<file path="src/rtl/dram_rd_pkg.sv">
// Package: shared state encoding and bus-width codes for the DRAM burst
// read controller. Assumes nothing beyond a single clock domain.
package dram_rd_pkg;
    typedef enum logic [1:0] {
        ST_IDLE = 2'd0,
        ST_ROW  = 2'd1,
        ST_COL  = 2'd2,
        ST_PRE  = 2'd3
    } rd_state_t;

    localparam logic [1:0] BW_BYTE = 2'b00;
    localparam logic [1:0] BW_HALF = 2'b01;
    localparam int         BEATS   = 4;
endpackage

</file>
<file path="src/rtl/dram_phase_timer.sv">
// Module: down-counter that times one phase of a DRAM access.
// A load sets the remaining extra cycles; 'expired' is high when none remain.
// Assumes the owner reloads it at every phase change.
module dram_phase_timer #(
    parameter int CNT_W = 2
) (
    input  logic             clk,
    input  logic             rst_n,
    input  logic             load,
    input  logic [CNT_W-1:0] load_val,
    output logic             expired
);
    logic [CNT_W-1:0] cnt;

    // Count the remaining extra cycles of the current phase.
    always_ff @(posedge clk) begin
        if (!rst_n)
            cnt <= '0;
        else if (load)
            cnt <= load_val;
        else if (cnt != '0)
            cnt <= cnt - CNT_W'(1);
    end

    assign expired = (cnt == '0);

    // A loaded count is held exactly, which sets every phase length.
    assert_load_takes_R2: assert property (@(posedge clk) disable iff (!rst_n)
        load |=> (cnt == $past(load_val)));

    // Without a load the count falls by one per clock, timing the precharge.
    assert_count_down_R10: assert property (@(posedge clk) disable iff (!rst_n)
        (!load && cnt != '0) |=> (cnt == $past(cnt) - CNT_W'(1)));
endmodule

</file>
<file path="src/rtl/dram_addr_drive.sv">
// Module: drives the DRAM address pins and byte enables from the latched
// request address and the current beat. Internal mux puts the row on the
// low MUX_W pins during the row phase; external mux always drives the word
// address. Assumes 2*MUX_W+2 <= ADDR_W.
module dram_addr_drive #(
    parameter int ADDR_W = 26,
    parameter int MUX_W  = 11
) (
    input  logic              clk,
    input  logic              rst_n,
    input  logic [ADDR_W-1:0] addr_q,
    input  logic [1:0]        beat_idx,
    input  logic              row_phase,
    input  logic              col_phase,
    input  logic              busy,
    input  logic              ext_mux,
    input  logic [1:0]        bus_width,
    output logic [ADDR_W-3:0] mem_a,
    output logic [3:0]        mem_wbe_n
);
    import dram_rd_pkg::*;

    localparam int WA_W   = ADDR_W - 2;
    localparam int ROW_LO = MUX_W + 2;
    localparam int ROW_HI = 2 * MUX_W + 1;

    logic [WA_W-1:0] beat_word;
    logic            narrow;

    assign beat_word = {addr_q[ADDR_W-1:4], addr_q[3:2] + beat_idx};
    assign narrow    = (bus_width == BW_BYTE) || (bus_width == BW_HALF);

    // Pick the row or the column/full word for the address pins.
    always_comb begin
        if (row_phase && !ext_mux)
            mem_a = {addr_q[ADDR_W-1:ROW_LO], addr_q[ROW_HI:ROW_LO]};
        else
            mem_a = beat_word;
    end

    // Byte enables: low pair held high, upper pair carries low address bits on narrow buses.
    always_comb begin
        mem_wbe_n = 4'hF;
        if (busy && narrow)
            mem_wbe_n[3:2] = {addr_q[0], addr_q[1]};
    end

    // External mux: the pins stay still across the row-to-column step.
    assert_ext_addr_steady_R6: assert property (@(posedge clk) disable iff (!rst_n)
        (ext_mux && col_phase && $past(row_phase)) |-> $stable(mem_a));
endmodule

</file>
<file path="src/rtl/dram_burst_rd_ctrl.sv">
// Module: page-mode DRAM burst read controller (top). One row activation,
// up to four column beats starting at the target word, then precharge.
// Assumes the cfg_* inputs stay constant during an access and mem_dq is
// valid in the last cycle of each beat.
module dram_burst_rd_ctrl #(
    parameter int ADDR_W = 26,
    parameter int MUX_W  = 11,
    parameter int DATA_W = 32,
    parameter int WAIT_W = 2
) (
    input  logic              clk,
    input  logic              rst_n,
    input  logic              req_valid,
    output logic              req_ready,
    input  logic [ADDR_W-1:0] req_addr,
    input  logic              req_burst,
    input  logic              cfg_page_mode,
    input  logic              cfg_ext_mux,
    input  logic [1:0]        cfg_bus_width,
    input  logic              cfg_rcd,
    input  logic [WAIT_W-1:0] cfg_first_wait,
    input  logic [WAIT_W-1:0] cfg_burst_wait,
    input  logic              cfg_precharge,
    input  logic              bus_err,
    output logic              rd_valid,
    output logic [DATA_W-1:0] rd_data,
    output logic              rd_done,
    output logic [ADDR_W-3:0] mem_a,
    output logic              mem_ras_n,
    output logic [3:0]        mem_cas_n,
    output logic              mem_oe_n,
    output logic              mem_we_n,
    output logic              mem_amux_cas,
    output logic [3:0]        mem_wbe_n,
    input  logic [DATA_W-1:0] mem_dq
);
    import dram_rd_pkg::*;

    localparam logic [1:0] LAST_BEAT = 2'(BEATS - 1);

    rd_state_t         state, state_nxt;
    logic [ADDR_W-1:0] addr_q;
    logic              burst_q;
    logic [1:0]        beat_q;
    logic              tmr_load, tmr_expired;
    logic [WAIT_W-1:0] tmr_val;
    logic              beat_end, last_beat;
    logic              rd_valid_q, rd_last_q, done_q;
    logic [DATA_W-1:0] rd_data_q;
    logic              row_phase, col_phase;

    assign last_beat = !burst_q || (beat_q == LAST_BEAT);
    assign row_phase = (state == ST_ROW);
    assign col_phase = (state == ST_COL);

    dram_phase_timer #(.CNT_W(WAIT_W)) u_timer (
        .clk      (clk),
        .rst_n    (rst_n),
        .load     (tmr_load),
        .load_val (tmr_val),
        .expired  (tmr_expired)
    );

    // Next state, phase timer loads and beat-end detection.
    always_comb begin
        state_nxt = state;
        tmr_load  = 1'b0;
        tmr_val   = '0;
        beat_end  = 1'b0;
        case (state)
            ST_IDLE: if (req_valid) begin
                state_nxt = ST_ROW;
                tmr_load  = 1'b1;
                tmr_val   = WAIT_W'(cfg_rcd);
            end
            ST_ROW: if (bus_err) begin
                state_nxt = ST_PRE;
                tmr_load  = 1'b1;
                tmr_val   = WAIT_W'(cfg_precharge);
            end else if (tmr_expired) begin
                state_nxt = ST_COL;
                tmr_load  = 1'b1;
                tmr_val   = cfg_first_wait;
            end
            ST_COL: if (bus_err) begin
                state_nxt = ST_PRE;
                tmr_load  = 1'b1;
                tmr_val   = WAIT_W'(cfg_precharge);
            end else if (tmr_expired) begin
                beat_end = 1'b1;
                tmr_load = 1'b1;
                if (last_beat) begin
                    state_nxt = ST_PRE;
                    tmr_val   = WAIT_W'(cfg_precharge);
                end else begin
                    tmr_val   = cfg_burst_wait;
                end
            end
            default: if (tmr_expired) state_nxt = ST_IDLE;
        endcase
    end

    // State register and request capture.
    always_ff @(posedge clk) begin
        if (!rst_n) begin
            state   <= ST_IDLE;
            addr_q  <= '0;
            burst_q <= 1'b0;
            beat_q  <= '0;
        end else begin
            state <= state_nxt;
            if (state == ST_IDLE && req_valid) begin
                addr_q  <= req_addr;
                burst_q <= req_burst && cfg_page_mode;
                beat_q  <= '0;
            end else if (beat_end && !last_beat) begin
                beat_q  <= beat_q + 2'd1;
            end
        end
    end

    // Read data capture with one-cycle valid and a trailing done pulse.
    always_ff @(posedge clk) begin
        if (!rst_n) begin
            rd_valid_q <= 1'b0;
            rd_last_q  <= 1'b0;
            done_q     <= 1'b0;
            rd_data_q  <= '0;
        end else begin
            rd_valid_q <= beat_end;
            rd_last_q  <= beat_end && last_beat;
            done_q     <= rd_last_q;
            if (beat_end)
                rd_data_q <= mem_dq;
        end
    end

    dram_addr_drive #(.ADDR_W(ADDR_W), .MUX_W(MUX_W)) u_addr (
        .clk       (clk),
        .rst_n     (rst_n),
        .addr_q    (addr_q),
        .beat_idx  (beat_q),
        .row_phase (row_phase),
        .col_phase (col_phase),
        .busy      (state != ST_IDLE),
        .ext_mux   (cfg_ext_mux),
        .bus_width (cfg_bus_width),
        .mem_a     (mem_a),
        .mem_wbe_n (mem_wbe_n)
    );

    // One column strobe per byte lane, all active for a read.
    for (genvar g = 0; g < 4; g++) begin : g_cas_lane
        assign mem_cas_n[g] = !col_phase;
    end

    assign req_ready    = (state == ST_IDLE);
    assign mem_ras_n    = !(row_phase || col_phase);
    assign mem_oe_n     = !col_phase;
    assign mem_we_n     = 1'b1;
    assign mem_amux_cas = col_phase;
    assign rd_valid     = rd_valid_q;
    assign rd_data      = rd_data_q;
    assign rd_done      = done_q;

    // A bus error while the row is open drops every strobe on the next cycle.
    assert_err_release_R12: assert property (@(posedge clk) disable iff (!rst_n)
        (bus_err && !mem_ras_n) |=> (mem_ras_n && mem_cas_n == 4'hF));

    // The row only opens on an accepted request.
    assert_row_needs_accept_R13: assert property (@(posedge clk) disable iff (!rst_n)
        $fell(mem_ras_n) |-> $past(req_valid && req_ready));

    // Valid data only follows a cycle with the column strobes low.
    assert_valid_after_cas_R3: assert property (@(posedge clk) disable iff (!rst_n)
        rd_valid |-> $past(mem_cas_n == 4'h0));

    // Done only follows a valid beat.
    assert_done_after_beat_R9: assert property (@(posedge clk) disable iff (!rst_n)
        rd_done |-> $past(rd_valid));
endmodule

</file>
<file path="config.mk">
export PLATFORM = sky130hd
export DESIGN_NAME = dram_burst_rd_ctrl
export DESIGN_NICKNAME = d
export VERILOG_FILES = /design/src/rtl/dram_rd_pkg.sv /design/src/rtl/dram_phase_timer.sv /design/src/rtl/dram_addr_drive.sv /design/src/rtl/dram_burst_rd_ctrl.sv
export SDC_FILE = /design/constraint.sdc
export NUM_CORES = 1
export LEC_CHECK = 0
export BUFFER_PORTS_ARGS = -buffer_cell sky130_fd_sc_hd__buf_2
export CORE_MARGIN = 2
export CORE_UTILIZATION = 40
export CTS_CLUSTER_SIZE = 24
export DETAILED_ROUTE_END_ITERATION = 10
export GPL_TIMING_DRIVEN = 0
export PLACE_DENSITY = 0.71
export SYNTH_ARGS = -nofsm -noshare
export SYNTH_HDL_FRONTEND = slang
export SYNTH_HIERARCHICAL = 1
export SYNTH_SLANG_ARGS = --single-unit
</file>
<file path="constraint.sdc">
create_clock -name clk -period 2.1 [get_ports clk]
set_input_delay 0.42 -clock clk [delete_from_list [all_inputs] [get_ports clk]]
set_output_delay 0.42 -clock clk [all_outputs]
set_load 0.05 [all_outputs]
</file>
==> flow_metrics.py, run 1 <==
metrics = {
    "detailed_routing": {
        "vias": 2890,
        "routedWlPerCell_um": 12.88,
        "drt_iter0_drc": 79,
        "drc": 0,
        "vias_per_cell": 4.676,
        "drt.antenna.violating_nets": 0,
        "drtPass1Iterations": 4,
        "wirelength_mm": 7.960,
    },
    "job": {
        "max_cap_violations": 0,
    },
    "setup_path": {
        "cp-start-kind": "flip-flop",
        "r2r_start": "state[0]",
        "crit_path_start": "state[1]",
        "cp_max_fo": 5,
        "crit_type": "flip-flop to output port",
        "cp.arrival_ps": 1680,
        "r2r_cells": 7,
        "critPathCapture": "mem_a[8]",
        "slowest_stage": "dfxtp_2",
        "worstPathCellList": "inv_2 -> ha_4 -> nor2b_4 -> buf_6 -> mux2_4 -> buf_8",
        "r2r_slack_ps": 290,
        "r2r_end": "u_timer/cnt[1]",
        "critical_path.endpoint_type": "output port",
        "cp.required_ps": 1680,
        "critPathMaxStageDelay_ps": 330,
    },
    "cts": {
        "hold_buffers": 0,
        "numCtsBuffers": 9,
        "cts_tree": "done",
        "htreeDepth": 3,
        "clkTransAtPathRegs_ps": 80,
        "cts_buffer_depth": 2,
        "clk_latency_ps": 330,
        "cts.sinks": 68,
        "cts-root-buf": "clkbuf_8",
    },
    "timing": {
        "fin_crit_sh_pct": 99.83,
        "final_hold_viol_count": 0,
        "slew_headroom_pct": 59.58,
        "tightest_slew_ps": 606.4,
        "worst_slack_ps": 3.486,
        "setup_viol": 0,
        "grt_setup_unrepaired": "true",
        "fmax_ghz": 0.4770,
        "period_needed_ps": 2097,
        "hold_slack_ps": 319.7,
        "fin_skew_ps": 9.169,
        "slew_violations": 0,
    },
    "placement": {
        "postPlaceCellArea_mm2": 0.003794,
        "port_buffers": 139,
        "pre_cts_slack_ps": 28.87,
        "dp.final_hpwl_mm": 5.737,
        "place_congestion": 0.7420,
        "dp_cells": 599,
    },
    "synth": {
        "ys_warn_count": 6,
        "synthArstFlopShare_pct": 0,
        "synth_cell_types": 41,
        "synth_enable_flop_cells": 0,
        "synth_area_per_cell_um2": 8.251,
        "netlist_instances": 360,
        "yosys_register_bits": 68,
        "synth.yosys.seq_area_share_pct": 45.83,
        "syn-cell-area_mm2": 0.002970,
        "synth_flop_cell": "dfxtp_1",
    },
    "worst_hold_path": {
        "min_from": "req_addr[11]",
        "whs_path_depth": 3,
        "hold_class": "input pin to flip-flop",
    },
    "final_layout": {
        "regArea_mm2": 0.001366,
        "drive_gt1_share_pct": 41.43,
        "fill_cells": 671,
        "area_delta_synth_final_pct": 43.72,
        "fin_nets": 594,
        "diodes": 0,
        "instances_no_fill": 618,
        "utilization_pct": 59.17,
        "multi_input_area_mm2": 0.001391,
        "fin_area_mm2": 0.004269,
    },
    "power_and_ir_drop": {
        "p_leak_nw": 1.979,
        "vdd_ir_drop_max_mv": 0.6565,
        "powerDensity_mw_per_mm2": 1305,
    },
    "global_routing": {
        "grt.overflow.total": 0,
        "grt_max_degree": 13,
        "grt_use_total_pct": 19.77,
        "grt_pass1_wl_mm": 13.21,
        "grt_pass1_vias": 2878,
        "antenna_found_initial": 0,
    },
    "outcome": {
        "status": "completed",
    },
    "floorplanning": {
        "start_util_pct": 41.17,
        "die_area_mm2": 0.008132,
        "core-area_mm2": 0.007214,
        "die_h_um": 90.18,
        "dieWidth_um": 90.18,
        "row_count": 31,
        "ioPinCount": 144,
    },
}
==> Yosys cell counts (2+ instances only) <==
| cell | count | share of area [%] |
|---|---|---|
| a21oi_1 | 62 | 10 |
| a21oi_2 | 2 | 0.59 |
| a22oi_1 | 2 | 0.51 |
| buf_4 | 23 | 5.8 |
| buf_6 | 3 | 1.1 |
| clkbuf_1 | 11 | 1.4 |
| conb_1 | 2 | 0.25 |
| dfxtp_1 | 68 | 46 |
| ha_1 | 7 | 2.9 |
| inv_1 | 7 | 0.88 |
| mux2_2 | 10 | 3.8 |
| mux2i_1 | 2 | 0.67 |
| nand2_1 | 124 | 16 |
| nand2b_1 | 2 | 0.42 |
| nand3_1 | 3 | 0.51 |
| nor2_1 | 4 | 0.51 |
| nor2b_1 | 2 | 0.42 |
| o21ai_0 | 2 | 0.34 |
| or3b_2 | 2 | 0.59 |
==> cell type report <==
cell class | instances | share of cell area, %
inverter | 9 | 0.7913
sequential | 68 | 32.00
buffer | 38 | 6.008
timing repair buffer | 142 | 19.64
multi-input combinational | 246 | 32.59
tap | 99 | 2.902
clock inverter | 5 | 2.521
clock buffer | 11 | 3.546
==> registers in the layout (all words and copies together), names as in the netlist <==
name and cells:
state 2, addr_q 26, u_timer/cnt 2, rd_done 1
beat_q 2, rd_valid 1, rd_data 32, burst_q 1
rd_last_q 1
==> cells in the final DEF, fill, tap and decap left out, drive strengths merged, types with 5 or more instances in the layout <==
cell and instances:
clkbuf 22, a21oi 64, buf 169, nor2 5, mux2 11, inv 8, dfxtp 68, ha 7
nand2 124
==> where the power goes <==
group | internal [mW] | switching (mW)
logic | 0.945 | 1.70
registers | 1.48 | 0.110
clock network | 0.858 | 0.479
total | 3.28 | 2.29
==> cells by family (layout without fill, tap and decap cells) <==
| group | count (synthesis) | after routing | share of synthesized area, % |
|---|---|---|---|
| AO/OA/AOI/OAI | 73 | 73 | 13.48 |
| XOR/XNOR | 3 | 3 | 1.390 |
| adder cells (fa/ha/maj) | 7 | 7 | 2.948 |
| buffers and inverters | 47 | 205 | 9.646 |
| flip-flops | 68 | 68 | 45.83 |
| multiplexers | 13 | 13 | 4.844 |
| other | 2 | 3 | 0.2528 |
| AND/OR/NAND/NOR | 147 | 147 | 21.61 |
==> critical path, delay by kind of cell (launching register included) <==
family	cells	cell delay, ps
adder cells (fa/ha/maj)	1	140
AND/OR/NAND/NOR	1	180
buffers and inverters	3	380
flip-flops	1	330
multiplexers	1	320
==> metal layers <==
layer / global-route usage, % / vias up / wire length [um]
met2: 33.15 / 118 / 3792
met4: 6.923 / 0 / 78
met1: 24.78 / 1304 / 3482
li1: - / 1462 / -
met3: 4.862 / 6 / 607
met5: 0 / - / 0
==> timing repair <==
action	CTS	global route
resized for setup	58	2
pin swaps	1	1
buffers inserted	2	0
endpoints found under the setup margin	13	12
cloned	1	0
==> worst min path at each step <==
stage,slack (ps),end
after floorplan,410,rd_done
after global routing,310,rd_data[1]
after CTS,300,addr_q[17]
final,320,addr_q[11]
after global placement,420,rd_done
after detailed placement,440,addr_q[9]
==> per-stage QoR <==
stage               TNS (ps)  total power, mW
global placement           0            3.936
detailed placement         0            3.980
finish                     0            5.569
floorplan                  0            3.457
CTS                   -237.1            5.593
global route          -516.6            5.855
Note: power is estimated with default switching activity, not from simulation.
==> run 2, diff against run 1 <==
clock period = 2.3 ns   (was 2.1 ns; I/O delays follow)
==> run 2 against run 1 <==
  * Setup slack gained 73 ps
  * Critical endpoint unchanged
  * Largest power group unchanged
  * Sequential cell count is the same
  * Total power shrank 12%
  * Clock power shrank 8%
  * Utilization shrank 2.0 points
  * Register-to-register slack gained 170 ps
  * Sequential power shrank 9%
==> flow_metrics.py, run 2 (synthesis gave the netlist of run 1 again) <==
metrics = {
    "floorplanning": {
        "die_h_um": 90.18,
        "ioPinCount": 144,
        "dieWidth_um": 90.18,
        "die_area_mm2": 0.008132,
        "row_count": 31,
        "core-area_mm2": 0.007214,
        "start_util_pct": 41.17,
    },
    "cts": {
        "htreeDepth": 3,
        "cts.sinks": 68,
        "hold_buffers": 0,
        "cts-root-buf": "clkbuf_8",
        "cts_tree": "done",
        "cts_buffer_depth": 2,
        "clk_latency_ps": 330,
        "cts_setup_buffers": 0,
        "clkTransAtPathRegs_ps": 70,
        "numCtsBuffers": 9,
    },
    "final_layout": {
        "diodes": 0,
        "regArea_mm2": 0.001366,
        "area_delta_synth_final_pct": 38.88,
        "fin_nets": 592,
        "multi_input_area_mm2": 0.001349,
        "largest_reg_flops": 32,
        "drive_gt1_share_pct": 41.01,
        "fin_area_mm2": 0.004125,
        "final_cell_mix": "buf_2, nand2_1, dfxtp_1",
        "mostFrequentLayoutCell": "buf_2",
        "fill_cells": 693,
    },
    "placement": {
        "port_buffers": 139,
        "dp.final_hpwl_mm": 5.737,
        "postPlaceCellArea_mm2": 0.003794,
        "place_congestion": 0.7420,
    },
    "timing": {
        "setup_viol": 0,
        "fin_skew_ps": 7.188,
        "grt_setup_unrepaired": "false",
        "final_hold_viol_count": 0,
        "tightest_slew_ps": 576.3,
        "setup-tns-final_ps": 0,
        "slew_headroom_pct": 61.58,
        "fmax_ghz": 0.4498,
        "fin_crit_sh_pct": 96.66,
        "period_needed_ps": 2223,
        "slew_violations": 0,
    },
    "setup_path": {
        "cp.required_ps": 1840,
        "critPathCapture": "mem_a[8]",
        "critPathMaxStageDelay_ps": 350,
        "slowest_stage": "mux2_2",
        "cp-start-kind": "flip-flop",
        "cp.depth": 6,
        "r2r_cells": 7,
        "crit_type": "flip-flop to output port",
        "r2r_end": "u_timer/cnt[1]",
        "worstPathCellList": "inv_2 -> ha_4 -> nor2b_4 -> buf_6 -> mux2_2 -> buf_4",
        "crit_path_start": "state[1]",
        "r2r_slack_ps": 460,
        "cp_max_fo": 5,
        "cp.arrival_ps": 1760,
        "r2r_start": "state[0]",
        "critical_path.endpoint_type": "output port",
        "crit_family": "buffers and inverters",
        "path_buf_inv": 3,
    },
    "power_and_ir_drop": {
        "powerDensity_mw_per_mm2": 1193,
        "switching_power_mw": 2.048,
        "p_leak_nw": 1.925,
        "seq_power_share_pct": 29.5,
        "power_frac_comb_pct": 45.5,
        "vdd_ir_drop_max_mv": 0.5670,
        "sw_frac_of_total_pct": 41.64,
        "p_int_mw": 2.871,
        "power_frac_clock_pct": 25.0,
    },
    "detailed_routing": {
        "drt.antenna.violating_nets": 0,
        "vias_per_cell": 4.662,
        "drc": 0,
        "drtPass1Iterations": 4,
        "wirelength_mm": 7.713,
        "vias": 2872,
        "drt_iter0_drc": 59,
        "routedWlPerCell_um": 12.52,
    },
    "global_routing": {
        "grt_pass1_vias": 2784,
        "grt_max_degree": 13,
        "grt_pass1_wl_mm": 12.80,
        "antenna_found_initial": 0,
        "grt.overflow.total": 0,
        "grt_use_total_pct": 19.13,
    },
    "job": {
        "max_cap_violations": 0,
    },
    "worst_hold_path": {
        "hold_class": "input pin to flip-flop",
    },
    "outcome": {
        "status": "completed",
    },
}
## run 2: cell types whose count changed in the layout (fill, tap and decap cells not counted), sizes merged
cell,previous run,this run
buf,169,167
## run 2: cell type report
cell class	instances	share of cell area, %
clock buffers	11	3.670
plain buffers	38	6.218
inverters	9	0.8189
well taps	99	3.003
repair buffers	140	17.86
flip-flops and latches	68	33.12
multi-input cells	246	32.70
clock inverters	5	2.608
## run 2: metal layers
layer	wire length (um)	up-vias	track usage, %
met4	68	0	5.769
met1	3421	1280	24.30
li1	-	1459	-
met5	0	-	0
met3	614	8	4.778
met2	3610	125	32.08
## run 2: metrics by stage
stage,setup WS (ps),hold WS (ps),utilization [%],cells,power (mW)
2_1_floorplan,209.5,411.8,-,361,3.156
3_3_place_gp,226.9,420.0,52.58,599,3.594
3_5_place_dp,188.9,444.4,52.58,599,3.634
4_1_cts,3.182,343.4,57.06,616,4.947
5_1_grt,4.061,351.4,57.18,616,5.182
6_report,76.92,358.8,57.18,616,4.920
## run 2: worst min path at each step
stage                  from         end  cells past startpoint
2_1_floorplan     rd_last_q     rd_done                      1
3_3_place_gp      rd_last_q     rd_done                      1
3_5_place_dp      addr_q[9]   addr_q[9]                      2
4_1_cts        req_addr[17]  addr_q[17]                      3
5_1_grt           mem_dq[1]  rd_data[1]                      3
6_report       req_addr[11]  addr_q[11]                      3
## run 2: power by group through the flow
stage	clock network, mW	logic [mW]	registers, mW
2_1_floorplan	0	1.54	1.62
3_3_place_gp	0	2.14	1.46
3_5_place_dp	0	2.17	1.46
4_1_cts	1.25	2.25	1.45
5_1_grt	1.30	2.41	1.47
6_report	1.23	2.24	1.45
## run 2: worst register-to-register path, stage by stage, from the launching register on
cell and delay [ps]:
dfxtp_4 380, inv_1 60, ha_2 220, nand2_1 80, clkbuf_1 420, a21oi_1 190, nand2b_4 190, o31ai_2 230
## run 2: repair_timing
action | in CTS | in global routing
cloned | 1 | 0
gates resized for setup | 21 | 5
endpoints found under the setup margin | 12 | 12
hold endpoints to repair | 0 | 0
==> run 3, diff against run 2 <==
CELL_PAD_IN_SITES_DETAIL_PLACEMENT = 1   (was default)
CELL_PAD_IN_SITES_GLOBAL_PLACEMENT = 2   (was default)
CORE_UTILIZATION = 25   (was 40)
PLACE_DENSITY = default   (was 0.71)
PLACE_DENSITY_LB_ADDON = 0.1   (was default)
==> run 3 against run 2 <==
  * The flow now finishes with violations (DRC)
  * Utilization fell by 20 points
  * Sequential share of layout area decreased by 1.1 points
  * Clock power up 30%
  * Cell area grew 3.2%
  * Hold slack improved by 6.7 ps
  * Combinational power about the same
  * Critical path depth did not move
  * Largest power group unchanged
==> flow_metrics.py, run 3 (synthesis gave the netlist of run 1 again) <==
metrics = {
    "outcome": {
        "status": "finished, violations left",
        "violations": "DRC",
    },
    "floorplanning": {
        "ioPinCount": 144,
        "die_area_mm2": 0.01277,
        "die_h_um": 113,
        "dieWidth_um": 113,
        "start_util_pct": 25.79,
        "core-area_mm2": 0.01152,
        "row_count": 39,
    },
    "setup_path": {
        "cp.required_ps": 1840,
        "cp-start-kind": "flip-flop",
        "cp.arrival_ps": 1780,
        "cp_max_fo": 5,
        "critical_path.endpoint_type": "output port",
        "crit_type": "flip-flop to output port",
    },
    "final_layout": {
        "final_cell_mix": "buf_2, nand2_1, dfxtp_1",
        "utilization_pct": 36.95,
        "fill_cells": 1437,
        "diodes": 0,
        "multi_input_area_mm2": 0.001349,
        "area_delta_synth_final_pct": 43.26,
        "drive_gt1_share_pct": 40.81,
        "regArea_mm2": 0.001364,
        "mostFrequentLayoutCell": "buf_2",
        "fin_nets": 592,
        "largest_reg_flops": 32,
    },
    "cts": {
        "cts_tree": "done",
        "htreeDepth": 3,
        "hold_buffers": 0,
        "cts.sinks": 68,
        "clk_latency_ps": 330,
        "cts_buffer_depth": 2,
        "cts-root-buf": "clkbuf_16",
        "numCtsBuffers": 9,
        "clkTransAtPathRegs_ps": 60,
    },
    "power_and_ir_drop": {
        "vdd_ir_drop_max_mv": 0.3965,
        "p_leak_nw": 1.961,
        "powerDensity_mw_per_mm2": 1248,
        "sw_frac_of_total_pct": 40.80,
        "p_int_mw": 3.145,
        "switching_power_mw": 2.168,
        "power_frac_comb_pct": 42.6,
        "power_frac_clock_pct": 30.2,
        "seq_power_share_pct": 27.2,
        "p_total_mw": 5.313,
    },
    "timing": {
        "grt_setup_unrepaired": "false",
        "slew_headroom_pct": 57.30,
        "fin_crit_sh_pct": 97.39,
        "setup-tns-final_ps": 0,
        "slew_violations": 0,
        "hold_slack_ps": 365.5,
        "period_needed_ps": 2240,
        "final_hold_viol_count": 0,
        "fmax_ghz": 0.4464,
        "setup_viol": 0,
        "fin_skew_ps": 4.245,
        "tightest_slew_ps": 640.5,
    },
    "placement": {
        "port_buffers": 139,
        "dp.final_hpwl_mm": 6.859,
        "place_congestion": 0.7206,
    },
    "detailed_routing": {
        "wirelength_mm": 9.203,
        "wl_met1_mm": 4.243,
        "routedWlPerCell_um": 13.94,
        "vias_per_cell": 4.379,
        "route.met3.wl_um": 684,
        "drt_iter0_drc": 108,
        "drtPass1Iterations": 7,
        "wl_met2_mm": 4.171,
        "drt.antenna.violating_nets": 0,
        "highest_layer": "met4",
        "vias": 2890,
        "drc": 13,
    },
    "global_routing": {
        "antenna_found_initial": 0,
        "grt_pass1_vias": 2948,
        "grt_pass1_wl_mm": 14.71,
        "grt_max_degree": 13,
        "grt_use_total_pct": 14.69,
        "grt.overflow.total": 0,
    },
    "worst_hold_path": {
        "hold_class": "input pin to flip-flop",
    },
    "job": {
        "max_cap_violations": 0,
    },
}
## run 3: cell types whose count changed in the layout (fill, tap and decap cells not counted), sizes merged
cell / before / now
clkinv: 3 / 4
clkbuf: 22 / 21
## run 3: worst paths after layout
| check | start | to | slack [ps] | cells after the start |
|---|---|---|---|---|
| setup / recovery | state[1] | mem_a[6] | 60 | 6 |
| hold / removal | mem_dq[1] | rd_data[1] | 370 | 3 |
| setup reg to reg | state[0] | u_timer/cnt[0] | 350 | 8 |
| hold reg to reg | rd_last_q | rd_done | 430 | 1 |
## run 3: stage by stage
stage / worst slack (ps) / std cells / area, um^2
final: 60.07 / 660 / 4255
after CTS: 11.57 / 660 / 4252
after floorplan: 209.5 / 361 / 2974
after global routing: 1.254 / 660 / 4255
after detailed placement: 144.0 / 643 / 3849
after global placement: 145.1 / 643 / 3849
## run 3: layer usage
| metal | GRT usage (%) | vias to the layer above |
|---|---|---|
| met4 | 6.098 | 0 |
| met3 | 3.482 | 6 |
| met5 | 0 | - |
| met1 | 18.88 | 1337 |
| met2 | 23.71 | 92 |
| li1 | - | 1455 |
## run 3: power groups by stage
stage / registers (mW) / logic, mW / clock network, mW
2_1_floorplan: 1.62 / 1.54 / 0
3_3_place_gp: 1.46 / 2.20 / 0
3_5_place_dp: 1.46 / 2.22 / 0
4_1_cts: 1.45 / 2.30 / 1.64
5_1_grt: 1.47 / 2.45 / 1.71
6_report: 1.45 / 2.27 / 1.60
## run 3: area by class of cell
type | instances | area share [%]
Buffer | 38 | 6.028
Clock buffer | 10 | 5.381
Clock inverter | 6 | 2.646
Inverter | 9 | 0.7939
Multi-Input combinational cell | 246 | 31.70
Sequential cell | 68 | 32.05
Tap cell | 143 | 4.205
Timing Repair Buffer | 140 | 17.20
## run 3: timing repair
action	CTS	global route
gates resized for setup	20	2
setup buffers	0	0
endpoints found under the setup margin	12	12
gates cloned	1	0
## run 3: worst max-delay path, stage by stage, from the launching register on
cell,delay [ps]
dfxtp_2,340
inv_2,80
ha_4,160
nor2b_4,190
buf_6,150
mux2_2,350
buf_4,190
